File: config.mk
export PLATFORM = sky130hd
export DESIGN_NAME = usb_pwr_ctl
export DESIGN_NICKNAME = d
export VERILOG_FILES = /design/src/rtl/usb_pwr_pkg.sv /design/src/rtl/usb_pwr_wake_sync.sv /design/src/rtl/usb_pwr_regs.sv /design/src/rtl/usb_pwr_seq.sv /design/src/rtl/usb_pwr_ctl.sv
export SDC_FILE = /design/constraint.sdc
export NUM_CORES = 1
export LEC_CHECK = 0
export BUFFER_PORTS_ARGS = -buffer_cell sky130_fd_sc_hd__buf_2
export CAP_MARGIN = 20
export CORE_UTILIZATION = 43
export DETAILED_ROUTE_END_ITERATION = 12
export PLACE_DENSITY = 0.8
export SLEW_MARGIN = 25
export SYNTH_ARGS = -nofsm -noshare
export SYNTH_HDL_FRONTEND = slang
export SYNTH_SLANG_ARGS = --single-unit
File: constraint.sdc
create_clock -name clk -period 2.3 [get_ports clk]
set_clock_uncertainty 0.1 [all_clocks]
set_input_delay 0.23 -clock clk [delete_from_list [all_inputs] [get_ports clk]]
set_output_delay 0.23 -clock clk [all_outputs]
set_load 0.005 [all_outputs]
File: src/rtl/usb_pwr_pkg.sv
package usb_pwr_pkg;

  localparam int ADDR_W = 2;

  localparam logic [ADDR_W-1:0] ADDR_CFG  = 2'd0;
  localparam logic [ADDR_W-1:0] ADDR_GATE = 2'd1;
  localparam logic [ADDR_W-1:0] ADDR_STAT = 2'd2;

  // field positions inside the registers
  localparam int CFG_XCVR_ON  = 0;
  localparam int CFG_HOST_SNS = 1;
  localparam int CFG_DEV_SNS  = 2;
  localparam int GATE_STOP    = 0;
  localparam int GATE_SYS     = 1;
  localparam int STAT_WAKE    = 0;
  localparam int STAT_ERR     = 1;
  localparam int STAT_STOP    = 2;

  typedef enum logic {
    PS_RUN  = 1'b0,
    PS_STOP = 1'b1
  } pwr_state_e;

  // returns {sys_en, usb_en}
  function automatic logic [1:0] clk_en_f(pwr_state_e st, logic stop_b, logic gate_b);
    logic run;
    run = (st == PS_RUN);
    return {run && !gate_b, run && !stop_b};
  endfunction

  function automatic logic host_sense_f(logic sw, logic host, logic hnp);
    return sw || host || hnp;
  endfunction

  function automatic logic dev_sense_f(logic sw, logic host, logic hnp);
    return sw || !host || hnp;
  endfunction

endpackage

File: src/rtl/usb_pwr_wake_sync.sv
module usb_pwr_wake_sync #(
  parameter int STAGES = 2
) (
  input  logic clk,
  input  logic rst_n,
  input  logic async_in,
  output logic edge_o
);
  logic [STAGES-1:0] sync_q;
  logic              prev_q;

  always_ff @(posedge clk or negedge rst_n) begin
    if (!rst_n) begin
      sync_q <= '0;
      prev_q <= 1'b0;
    end else begin
      sync_q <= {sync_q[STAGES-2:0], async_in};
      prev_q <= sync_q[STAGES-1];
    end
  end

  assign edge_o = sync_q[STAGES-1] && !prev_q;
endmodule

File: src/rtl/usb_pwr_regs.sv
module usb_pwr_regs
  import usb_pwr_pkg::*;
#(
  parameter int DATA_W = 8
) (
  input  logic              clk,
  input  logic              rst_n,
  input  logic              wr_en,
  input  logic [ADDR_W-1:0] wr_addr,
  input  logic [DATA_W-1:0] wr_data,
  input  logic [ADDR_W-1:0] rd_addr,
  output logic [DATA_W-1:0] rd_data,
  input  logic              restore,
  input  logic              wake_set,
  input  logic              err_set,
  input  logic              in_stop,
  output logic              xcvr_on,
  output logic              host_sw,
  output logic              dev_sw,
  output logic              stop_q,
  output logic              gate_q,
  output logic              stop_nxt,
  output logic              gate_nxt,
  output logic              wake_flag,
  output logic              sleep_err
);
  logic [2:0] cfg_q;
  logic       wake_nxt, err_nxt;
  logic       wr_cfg, wr_gate, wr_stat;
  logic       unused_hi;

  assign unused_hi = ^wr_data[DATA_W-1:3];

  assign wr_cfg  = wr_en && (wr_addr == ADDR_CFG);
  assign wr_gate = wr_en && (wr_addr == ADDR_GATE);
  assign wr_stat = wr_en && (wr_addr == ADDR_STAT);

  // gating bits: a wake overrides a same-cycle write
  always_comb begin
    stop_nxt = stop_q;
    gate_nxt = gate_q;
    if (wr_gate) begin
      stop_nxt = wr_data[GATE_STOP];
      gate_nxt = wr_data[GATE_SYS];
    end
    if (restore) begin
      stop_nxt = 1'b0;
      gate_nxt = 1'b0;
    end
  end

  // sticky flags: set beats write-1-to-clear
  always_comb begin
    wake_nxt = wake_flag;
    err_nxt  = sleep_err;
    if (wr_stat && wr_data[STAT_WAKE]) wake_nxt = 1'b0;
    if (wr_stat && wr_data[STAT_ERR])  err_nxt  = 1'b0;
    if (wake_set) wake_nxt = 1'b1;
    if (err_set)  err_nxt  = 1'b1;
  end

  always_ff @(posedge clk or negedge rst_n) begin
    if (!rst_n) begin
      cfg_q     <= '0;
      stop_q    <= 1'b0;
      gate_q    <= 1'b0;
      wake_flag <= 1'b0;
      sleep_err <= 1'b0;
    end else begin
      if (wr_cfg) cfg_q <= wr_data[2:0];
      stop_q    <= stop_nxt;
      gate_q    <= gate_nxt;
      wake_flag <= wake_nxt;
      sleep_err <= err_nxt;
    end
  end

  assign xcvr_on = cfg_q[CFG_XCVR_ON];
  assign host_sw = cfg_q[CFG_HOST_SNS];
  assign dev_sw  = cfg_q[CFG_DEV_SNS];

  always_comb begin
    rd_data = '0;
    case (rd_addr)
      ADDR_CFG:  rd_data[2:0] = cfg_q;
      ADDR_GATE: begin
        rd_data[GATE_STOP] = stop_q;
        rd_data[GATE_SYS]  = gate_q;
      end
      ADDR_STAT: begin
        rd_data[STAT_WAKE] = wake_flag;
        rd_data[STAT_ERR]  = sleep_err;
        rd_data[STAT_STOP] = in_stop;
      end
      default: rd_data = '0;
    endcase
  end
endmodule

File: src/rtl/usb_pwr_seq.sv
module usb_pwr_seq
  import usb_pwr_pkg::*;
(
  input  logic clk,
  input  logic rst_n,
  input  logic stop_q,
  input  logic gate_q,
  input  logic stop_nxt,
  input  logic gate_nxt,
  input  logic suspended,
  input  logic sleep_req,
  input  logic wake_edge,
  output logic in_stop,
  output logic accept,
  output logic reject,
  output logic restore,
  output logic usb_clk_en,
  output logic sys_clk_en
);
  pwr_state_e st_q, st_nxt;
  logic [1:0] en_q;

  assign restore = wake_edge && ((st_q == PS_STOP) || stop_q || gate_q);
  assign accept  = sleep_req && (st_q == PS_RUN) && suspended && stop_q && !restore;
  assign reject  = sleep_req && (st_q == PS_RUN) && !stop_q;

  always_comb begin
    st_nxt = st_q;
    if (restore)     st_nxt = PS_RUN;
    else if (accept) st_nxt = PS_STOP;
  end

  // enables are loaded from next-state values, so they flip only on an edge
  always_ff @(posedge clk or negedge rst_n) begin
    if (!rst_n) begin
      st_q <= PS_RUN;
      en_q <= 2'b11;
    end else begin
      st_q <= st_nxt;
      en_q <= clk_en_f(st_nxt, stop_nxt, gate_nxt);
    end
  end

  assign in_stop    = (st_q == PS_STOP);
  assign usb_clk_en = en_q[0];
  assign sys_clk_en = en_q[1];
endmodule

File: src/rtl/usb_pwr_ctl.sv
module usb_pwr_ctl
  import usb_pwr_pkg::*;
#(
  parameter int DATA_W      = 8,
  parameter int SYNC_STAGES = 2
) (
  input  logic              clk,
  input  logic              rst_n,
  input  logic              wr_en,
  input  logic [1:0]        wr_addr,
  input  logic [DATA_W-1:0] wr_data,
  input  logic [1:0]        rd_addr,
  output logic [DATA_W-1:0] rd_data,
  input  logic              session_req,
  output logic              session_go,
  input  logic              host_mode,
  input  logic              hnp_active,
  output logic              phy_pwr_en,
  output logic              host_sense_en,
  output logic              dev_sense_en,
  input  logic              suspended,
  input  logic              sleep_req,
  input  logic              line_act_async,
  output logic              in_stop,
  output logic              usb_clk_en,
  output logic              sys_clk_en,
  output logic              wake_irq,
  output logic              sleep_err
);
  logic xcvr_on, host_sw, dev_sw;
  logic stop_q, gate_q, stop_nxt, gate_nxt;
  logic wake_edge, accept, reject, restore;

  usb_pwr_wake_sync #(.STAGES(SYNC_STAGES)) u_sync (
    .clk(clk), .rst_n(rst_n), .async_in(line_act_async), .edge_o(wake_edge)
  );

  usb_pwr_regs #(.DATA_W(DATA_W)) u_regs (
    .clk(clk), .rst_n(rst_n),
    .wr_en(wr_en), .wr_addr(wr_addr), .wr_data(wr_data),
    .rd_addr(rd_addr), .rd_data(rd_data),
    .restore(restore), .wake_set(restore), .err_set(reject), .in_stop(in_stop),
    .xcvr_on(xcvr_on), .host_sw(host_sw), .dev_sw(dev_sw),
    .stop_q(stop_q), .gate_q(gate_q), .stop_nxt(stop_nxt), .gate_nxt(gate_nxt),
    .wake_flag(wake_irq), .sleep_err(sleep_err)
  );

  usb_pwr_seq u_seq (
    .clk(clk), .rst_n(rst_n),
    .stop_q(stop_q), .gate_q(gate_q), .stop_nxt(stop_nxt), .gate_nxt(gate_nxt),
    .suspended(suspended), .sleep_req(sleep_req), .wake_edge(wake_edge),
    .in_stop(in_stop), .accept(accept), .reject(reject), .restore(restore),
    .usb_clk_en(usb_clk_en), .sys_clk_en(sys_clk_en)
  );

  assign phy_pwr_en    = xcvr_on;
  assign session_go    = session_req && xcvr_on;
  assign host_sense_en = host_sense_f(host_sw, host_mode, hnp_active);
  assign dev_sense_en  = dev_sense_f(dev_sw, host_mode, hnp_active);
endmodule

==> out/results.tsv, run 1 <==
metric	value	unit
outcome	completed	
pin_count	38	
syn_area	611	um^2
startpoint_type	flop	
cpPeakStageDelay	0.46	ns
synth_top_cell_by_area	dfrtp_1	
synthTopCellsByArea	dfrtp_1, dfstp_2, mux2i_1	
cts-root-buf	clkbuf_4	
gp_congestion	0.769	
clk_latency	0.27	ns
rsz0062_at_grt	false	
synth_edf_count	0	
portBuffers	27	
p_per_area	759	mW/mm^2
cts_setup_buffers	0	
cpLargestDelayFamily	simple AND/OR/NAND/NOR gates	
areaGrowthSynthToFinish	29.1	%
slew_violations	0	
final_common_cell	buf_2	
cts_tree	built	
diodes	0	
grt_start_max_net_pins	14	
clockBufferDepth	2	
drtIter0Drc	10	
final_cells	99	
nFillCells	121	
placedCellCount	93	
cts.clk_slew.worst_paths	0.08	ns
hpwl	922	um
finalSetupTns	0	ns
fmax	630	MHz
cpMaxStageDelayCell	or3b_2	
critPathKind	reg2out	
cp_max_fo	3	
num_vias	493	
synthCells	52	
postLayoutCellArea	788	um^2
wl_per_cell	11.9	um
fp.dieH	39.7	um
ir_worst_vdd	0.468	mV
dieWidth	39.7	um
finalSetupViolations	0	
num_rows	13	
core_area	0.00132	mm^2
htree_num_levels	1	
synthArstFlopShare	1.00	
drv_cap	0	
drc	0	
initial_utilization	0.463	
ys_ff_latch	13	
synthFlopType	dfrtp_1	
p_leak	0.406	nW
numCtsBuffers	3	
finalWirelength	1180	um
die-area	0.00157	mm^2
syn_avg_cell_area	11.7	um^2
grt_pass1_vias	439	
ys_warn_count	0	
end_kind	output port	
drtPass1Iterations	4	
clock-sinks	13	
grt_use_total	0.175	
layout-drive-gt1-share	0.417	
grt_overflow	0	
finalHoldViolations	0	
crit_chain	or3b_2 -> buf_2	
synth_cell_types	22	
crit_buf_inv	1	
place_area	742	um^2
nNetsFinal	106	
viasPerCell	4.98	
cp_data_required_time	1.97	ns
seq_area_frac_synth	0.537	
fin_crit	1.59	ns
synth_top_area_frac	0.451	
grt_pass1_wl	1800	um
arrival	1.26	ns
antenna_found_initial	0	
post-route-period-util	0.690	
worstHoldPathType	in2reg	
layout_common_cells	buf_2, dfrtp_1, mux2i_1, nor2_1, conb_1	
detail-route-antenna-nets	0	
-- worst reg2reg max path, delay by kind of cell, from the launching register on --
kind / cells / cell delay [ns]
compound gates: 2 / 0.60
flops: 1 / 0.44
-- cells in the mapped netlist (2+ instances only) --
cell type,instances
buf_4,5
dfrtp_1,11
dfstp_2,2
mux2_1,3
mux2i_1,5
nand2_1,4
nor2_1,5
o21ai_0,2
o22a_1,2
-- through the flow --
stage / util / setup WS [ns] / total power, mW / hold slack [ns]
finish: 0.598 / 0.713 / 0.599 / 0.0758
CTS: 0.598 / 0.706 / 0.600 / 0.0828
global route: 0.598 / 0.680 / 0.628 / 0.0965
floorplan: - / 1.15 / 0.389 / -0.166
detailed placement: 0.563 / 1.01 / 0.462 / 0.0280
global placement: 0.563 / 1.02 / 0.454 / 0.0214
-- path summary, 6_finish.rpt --
check                                  from                to  slack (ns)  cells past startpoint
max                         u_regs.cfg_q[2]      dev_sense_en        0.71                      2
min                              wr_data[2]   u_regs.cfg_q[2]        0.08                      2
max reg2reg                   u_regs.stop_q     u_seq.en_q[0]        1.09                      2
min reg2reg                u_sync.sync_q[0]  u_sync.sync_q[1]        0.26                      0
max in group asynchronous             rst_n     u_seq.en_q[0]        1.57                      2
min in group asynchronous             rst_n  u_regs.wake_flag        0.26                      2
-- what timing repair did --
action / CTS / global route
hold buffers: 2 / 0
resized for setup: 0 / 0
hold endpoints to repair: 13 / 0
-- registers in the layout, summed over array words and instances (netlist names) --
signal	count
u_seq.en_q	2
u_sync.prev_q	1
u_regs.sleep_err	1
u_seq.in_stop	1
u_regs.stop_q	1
u_regs.cfg_q	3
u_sync.sync_q	2
u_regs.wake_flag	1
u_regs.gate_q	1
-- power by group --
| part | switching [mW] | internal, mW |
|---|---|---|
| clock network | 0.0732 | 0.0672 |
| logic | 0.0639 | 0.0796 |
| registers | 0.0344 | 0.280 |
-- routing by layer --
metal	vias up	global-route usage	routed length (um)
met5	-	0	0
met4	0	0.103	12
met1	226	0.201	546
met3	2	0.0170	76
met2	28	0.307	544
li1	237	-	-
-- cells by family (layout without fill, tap and decap cells) --
| family | after synthesis | in the layout | share of synthesized area |
|---|---|---|---|
| AND/OR/NAND/NOR | 17 | 17 | 0.160 |
| flip-flops | 13 | 13 | 0.537 |
| AO/OA/AOI/OAI | 8 | 8 | 0.0984 |
| multiplexers | 8 | 8 | 0.137 |
| buffers and inverters | 5 | 33 | 0.0615 |
| other | 1 | 5 | 0.00614 |
-- layout make-up --
class	instances	area, um^2	share of cell area
Sequential cell	13	328	0.416
Clock buffer	4	26.3	0.0333
Tap cell	15	18.8	0.0238
Multi-Input combinational cell	38	260	0.330
Timing Repair Buffer	29	155	0.197
No activity file was read; power rests on OpenSTA's default activity.
==> run 2, diff against run 1 <==
Settings changed: CORE_UTILIZATION 43 to 40, PLACE_DENSITY 0.8 to 0.76.
Clock period 2.3 ns to 1.5 ns, I/O delays scaled along.
==> out/results.tsv, run 2 (same netlist as run 1, synthesis figures left out) <==
metric	value	unit	change
startpoint_type	flop		
cp_data_required_time	1.25	ns	-0.72 ns
postLayoutCellArea	808	um^2	+2.5%
cts_tree	built		
rsz0062_at_grt	false		
die-area	0.00169	mm^2	+7.1%
p_per_area	1140	mW/mm^2	+50%
layout-drive-gt1-share	0.419		+0.00194
cpPeakStageDelay	0.38	ns	-0.08 ns
pwr-share-clk	0.226		-0.009
grt_pass1_wl	1860	um	+3.1%
slew_violations	0		unchanged
largest_register	u_regs.cfg_q		
initial_utilization	0.447		-0.0166
drc	0		unchanged
p_switching	0.259	mW	+51%
p_leak	0.416	nW	+2.5%
clock-sinks	13		unchanged
ir_worst_vdd	0.681	mV	+45%
hold_depth	2		unchanged
num_rows	13		unchanged
nNetsFinal	108		+1.9%
cpMaxStageDelayCell	dfrtp_1		
core_area	0.00137	mm^2	+3.7%
drv_cap	0		unchanged
end_kind	output port		
drtPass1Iterations	4		unchanged
grt_pass1_vias	436		-0.68%
cts.clk_slew.worst_paths	0.08	ns	about the same
clockBufferDepth	2		unchanged
final_common_cell	buf_2		
p_seq_frac	0.520		-0.006
reg_top3	u_regs.cfg_q: 3 flops, u_seq.en_q: 2 flops, u_sync.sync_q: 2 flops		
arrival	1.16	ns	-0.10 ns
drtIter0Drc	27		+17
detail-route-antenna-nets	0		unchanged
worstHoldPathType	in2reg		
wl_per_cell	12.3	um	+3.2%
p_comb_frac	0.254		+0.014
grt_start_max_net_pins	14		unchanged
areaGrowthSynthToFinish	32.4	%	
num_vias	510		+3.4%
setup_ws	0.0907	ns	-0.622 ns
grt_overflow	0		unchanged
largest_register_ffs	3		unchanged
dp_slack	0.286	ns	-0.721 ns
fin_crit	1.41	ns	
pin_count	38		unchanged
crit_chain	or3b_4 -> buf_2		
finalHoldViolations	0		unchanged
numCtsBuffers	3		unchanged
antenna_found_initial	0		unchanged
outcome	completed		
critPathKind	reg2out		
layout_common_cells	buf_2, dfrtp_1, mux2i_1, nor2_1, conb_1		
post-route-period-util	0.940		
fmax	710	MHz	
cts-root-buf	clkbuf_4		
intPower	0.664	mW	+55%
grt_use_total	0.173		-0.00210
diodes	0		unchanged
gp_congestion	0.786		+2.2%
htree_num_levels	1		unchanged
finalSetupTns	0	ns	unchanged
clk_latency	0.27	ns	about the same
dieWidth	41.1	um	+3.5%
portBuffers	27		unchanged
finalSetupViolations	0		unchanged
hpwl	963	um	+4.4%
viasPerCell	5.05		+1.4%
fin_util	0.592		-0.00672
place_area	742	um^2	unchanged
cp_max_fo	2		-1
finalWirelength	1240	um	+5.3%
fp.dieH	41.1	um	+3.5%
swShare	0.281		-0.00577
reg2reg_depth	2		unchanged
==> run 2: per-layer routing <==
metal	up-vias	GRT usage	routed length, um
met5	-	0	0
met4	0	0.0500	0
met3	0	0.0163	98
met2	34	0.305	561
met1	234	0.222	582
li1	242	-	-
==> run 2: cell type report <==
type                            count  area (um^2)
Fill cell                         123          558
Timing Repair Buffer               31          173
Clock buffer                        4         26.3
Tap cell                           15         18.8
Sequential cell                    13          328
Multi-Input combinational cell     38          263
==> run 2: worst paths after layout <==
kind	slack [ns]	start	end
setup / recovery	0.09	u_regs.cfg_q[2]	dev_sense_en
hold / removal	0.03	wr_data[0]	u_regs.cfg_q[0]
setup reg to reg	0.27	u_regs.stop_q	u_seq.en_q[1]
hold reg to reg	0.25	u_sync.sync_q[0]	u_sync.sync_q[1]
max in group asynchronous	0.83	rst_n	u_seq.en_q[1]
min in group asynchronous	0.18	rst_n	u_regs.stop_q
==> run 2: worst max-delay path: cells and delay by family, from the launching register on <==
| family | cells | cell delay [ns] |
|---|---|---|
| buf+inv | 1 | 0.13 |
| flops | 1 | 0.38 |
| simple gates | 1 | 0.38 |
==> run 2: power by group through the flow <==
stage | clock, mW | sequential (mW) | combinational (mW)
finish | 0.209 | 0.480 | 0.234
global route | 0.229 | 0.490 | 0.266
CTS | 0.215 | 0.480 | 0.235
detailed placement | 0 | 0.487 | 0.219
global placement | 0 | 0.486 | 0.212
floorplan | 0 | 0.479 | 0.118
==> run 2: timing repair <==
action | 4_1_cts | 5_1_grt
resized for setup | 0 | 1
hold endpoints to repair | 15 | 0
setup endpoints to repair | 1 | 1
setup buffers | 1 | 0
hold buffers | 3 | 0
==> run 2: metrics by stage <==
step	std cells	hold slack (ns)	total power, mW
final	101	0.0269	0.923
after global routing	101	0.0348	0.985
after CTS	101	0.0242	0.930
after detailed placement	93	-0.0516	0.706
after global placement	93	-0.0551	0.698
after floorplan	56	-0.246	0.597
==> run 3, diff against run 2 <==
Settings changed: CORE_ASPECT_RATIO set to 1.2, CORE_UTILIZATION 40 to 42, PLACE_DENSITY 0.76 to 0.77, SYNTH_HIERARCHICAL set to 1.
Clock period 1.5 ns to 1.55 ns, I/O delays scaled along.
==> out/results.tsv, run 3 <==
metric	value	unit	change
reg_top3	u_regs/cfg_q: 3 flops, u_seq/en_q: 2 flops, u_sync/sync_q: 2 flops		
worstHoldPathType	in2reg		
hpwl	904	um	-6.1%
ir_worst_vdd	0.669	mV	-1.7%
layout_common_cells	buf_2, dfrtp_1, mux2i_1, nand2b_1, conb_1		
final_cells	102		+0.99%
synthCells	53		+1.9%
nNetsFinal	107		-0.93%
clock-sinks	13		unchanged
fmax	695	MHz	
fin_crit	1.44	ns	
p_leak	0.411	nW	-1.3%
dp_slack	0.138	ns	-0.148 ns
drtIter0Drc	4		-85%
antenna_found_initial	0		unchanged
rsz0062_at_grt	false		
swShare	0.272		-0.00893
cp_max_fo	5		+3
p_per_area	1060	mW/mm^2	-7.0%
post-route-period-util	0.929		
p_seq_frac	0.522		+0.002
final_common_cell	buf_2		
grt_pass1_wl	1780	um	-4.1%
nFillCells	135		+9.8%
die-area	0.00173	mm^2	+2.6%
cts_tree	built		
place_area	792	um^2	+6.7%
end_kind	flop		
grt_start_max_net_pins	14		unchanged
layout-drive-gt1-share	0.471		+0.0520
grt_pass1_vias	425		-2.5%
finalWirelength	1160	um	-7.0%
finalHoldViolations	0		unchanged
areaGrowthSynthToFinish	27.4	%	
wl_per_cell	11.3	um	-7.9%
cts.clk_slew.worst_paths	0.07	ns	about the same
grt_overflow	0		unchanged
p_switching	0.242	mW	-6.6%
finalSetupTns	0	ns	unchanged
slew_violations	0		unchanged
drv_cap	0		unchanged
cts_setup_buffers	0		-1
syn_avg_cell_area	12.4	um^2	+5.8%
largest_register	u_regs/cfg_q		
fp.dieH	45.4	um	+10%
initial_utilization	0.455		+0.00852
finalSetupViolations	0		unchanged
critPathKind	reg2reg		
setup_ws	0.110	ns	+0.0198 ns
gp_congestion	0.730		-7.2%
numCtsBuffers	3		unchanged
drc	0		unchanged
num_rows	15		+2
syn_area	658	um^2	+7.8%
detail-route-antenna-nets	0		unchanged
num_vias	483		-5.3%
dieWidth	38.1	um	-7.1%
core_area	0.00145	mm^2	+5.8%
clockBufferDepth	2		unchanged
cts-root-buf	clkbuf_4		
clk_latency	0.26	ns	about the same
cp_data_required_time	1.64	ns	+0.39 ns
placedCellCount	96		+3.2%
power	0.891	mW	-3.5%
startpoint_type	flop		
intPower	0.649	mW	-2.3%
outcome	completed		
postLayoutCellArea	838	um^2	+3.7%
arrival	1.53	ns	+0.37 ns
p_comb_frac	0.256		+0.002
htree_num_levels	1		unchanged
ys_warn_count	6		+6
portBuffers	27		unchanged
pwr-share-clk	0.222		-0.004
diodes	0		unchanged
largest_register_ffs	3		unchanged
viasPerCell	4.74		-6.2%
grt_use_total	0.152		-0.0208
pin_count	38		unchanged
drtPass1Iterations	4		unchanged
==> run 3: what timing repair did <==
action | in CTS | in global routing
endpoints found under the hold margin | 14 | 0
hold buffers | 2 | 0
gates resized for setup | 0 | 0
==> run 3: path summary, 6_finish.rpt <==
path                       slack, ns               end  cells past startpoint        startpoint
max                             0.11     u_seq/en_q[1]                      4     u_regs/stop_q
min                             0.02   u_regs/cfg_q[2]                      2        wr_data[2]
max reg2reg                     0.11     u_seq/en_q[1]                      4     u_regs/stop_q
min reg2reg                     0.25  u_sync/sync_q[1]                      0  u_sync/sync_q[0]
max in group asynchronous       0.87     u_seq/en_q[1]                      2             rst_n
min in group asynchronous       0.20     u_regs/stop_q                      2             rst_n
==> run 3: per-stage QoR <==
| stage | hold WS [ns] | utilization |
|---|---|---|
| after floorplan | -0.241 | - |
| after global placement | -0.0502 | 0.548 |
| after detailed placement | -0.0497 | 0.548 |
| after CTS | 0.00612 | 0.580 |
| after global routing | 0.00593 | 0.580 |
| final | 0.0179 | 0.580 |
==> run 3: cell type report <==
cell class              instances  area [um^2]  share of cell area
flip-flops and latches         13          328               0.391
clock buffers                   4         26.3              0.0313
multi-input cells              39          308               0.367
repair buffers                 29          155               0.185
well taps                      17         21.3              0.0254
==> run 3: worst max-delay path: stages, from the launching register on <==
cell	delay [ns]
dfrtp_1	0.43
o31a_2	0.39
nand2b_1	0.15
mux2i_1	0.20
nor3_1	0.10
==> run 3: power by group through the flow <==
stage	Combinational [mW]	Clock, mW	Sequential [mW]
floorplan	0.126	0	0.467
detailed placement	0.225	0	0.472
global placement	0.221	0	0.471
global route	0.253	0.227	0.474
CTS	0.231	0.210	0.467
finish	0.228	0.198	0.465
==> run 3: routing by layer <==
layer / track usage / vias up / wire (um)
met1: 0.201 / 218 / 520
li1: - / 243 / -
met4: 0.129 / 0 / 14
met3: 0.0148 / 2 / 66
met5: 0 / - / 0
met2: 0.220 / 20 / 553
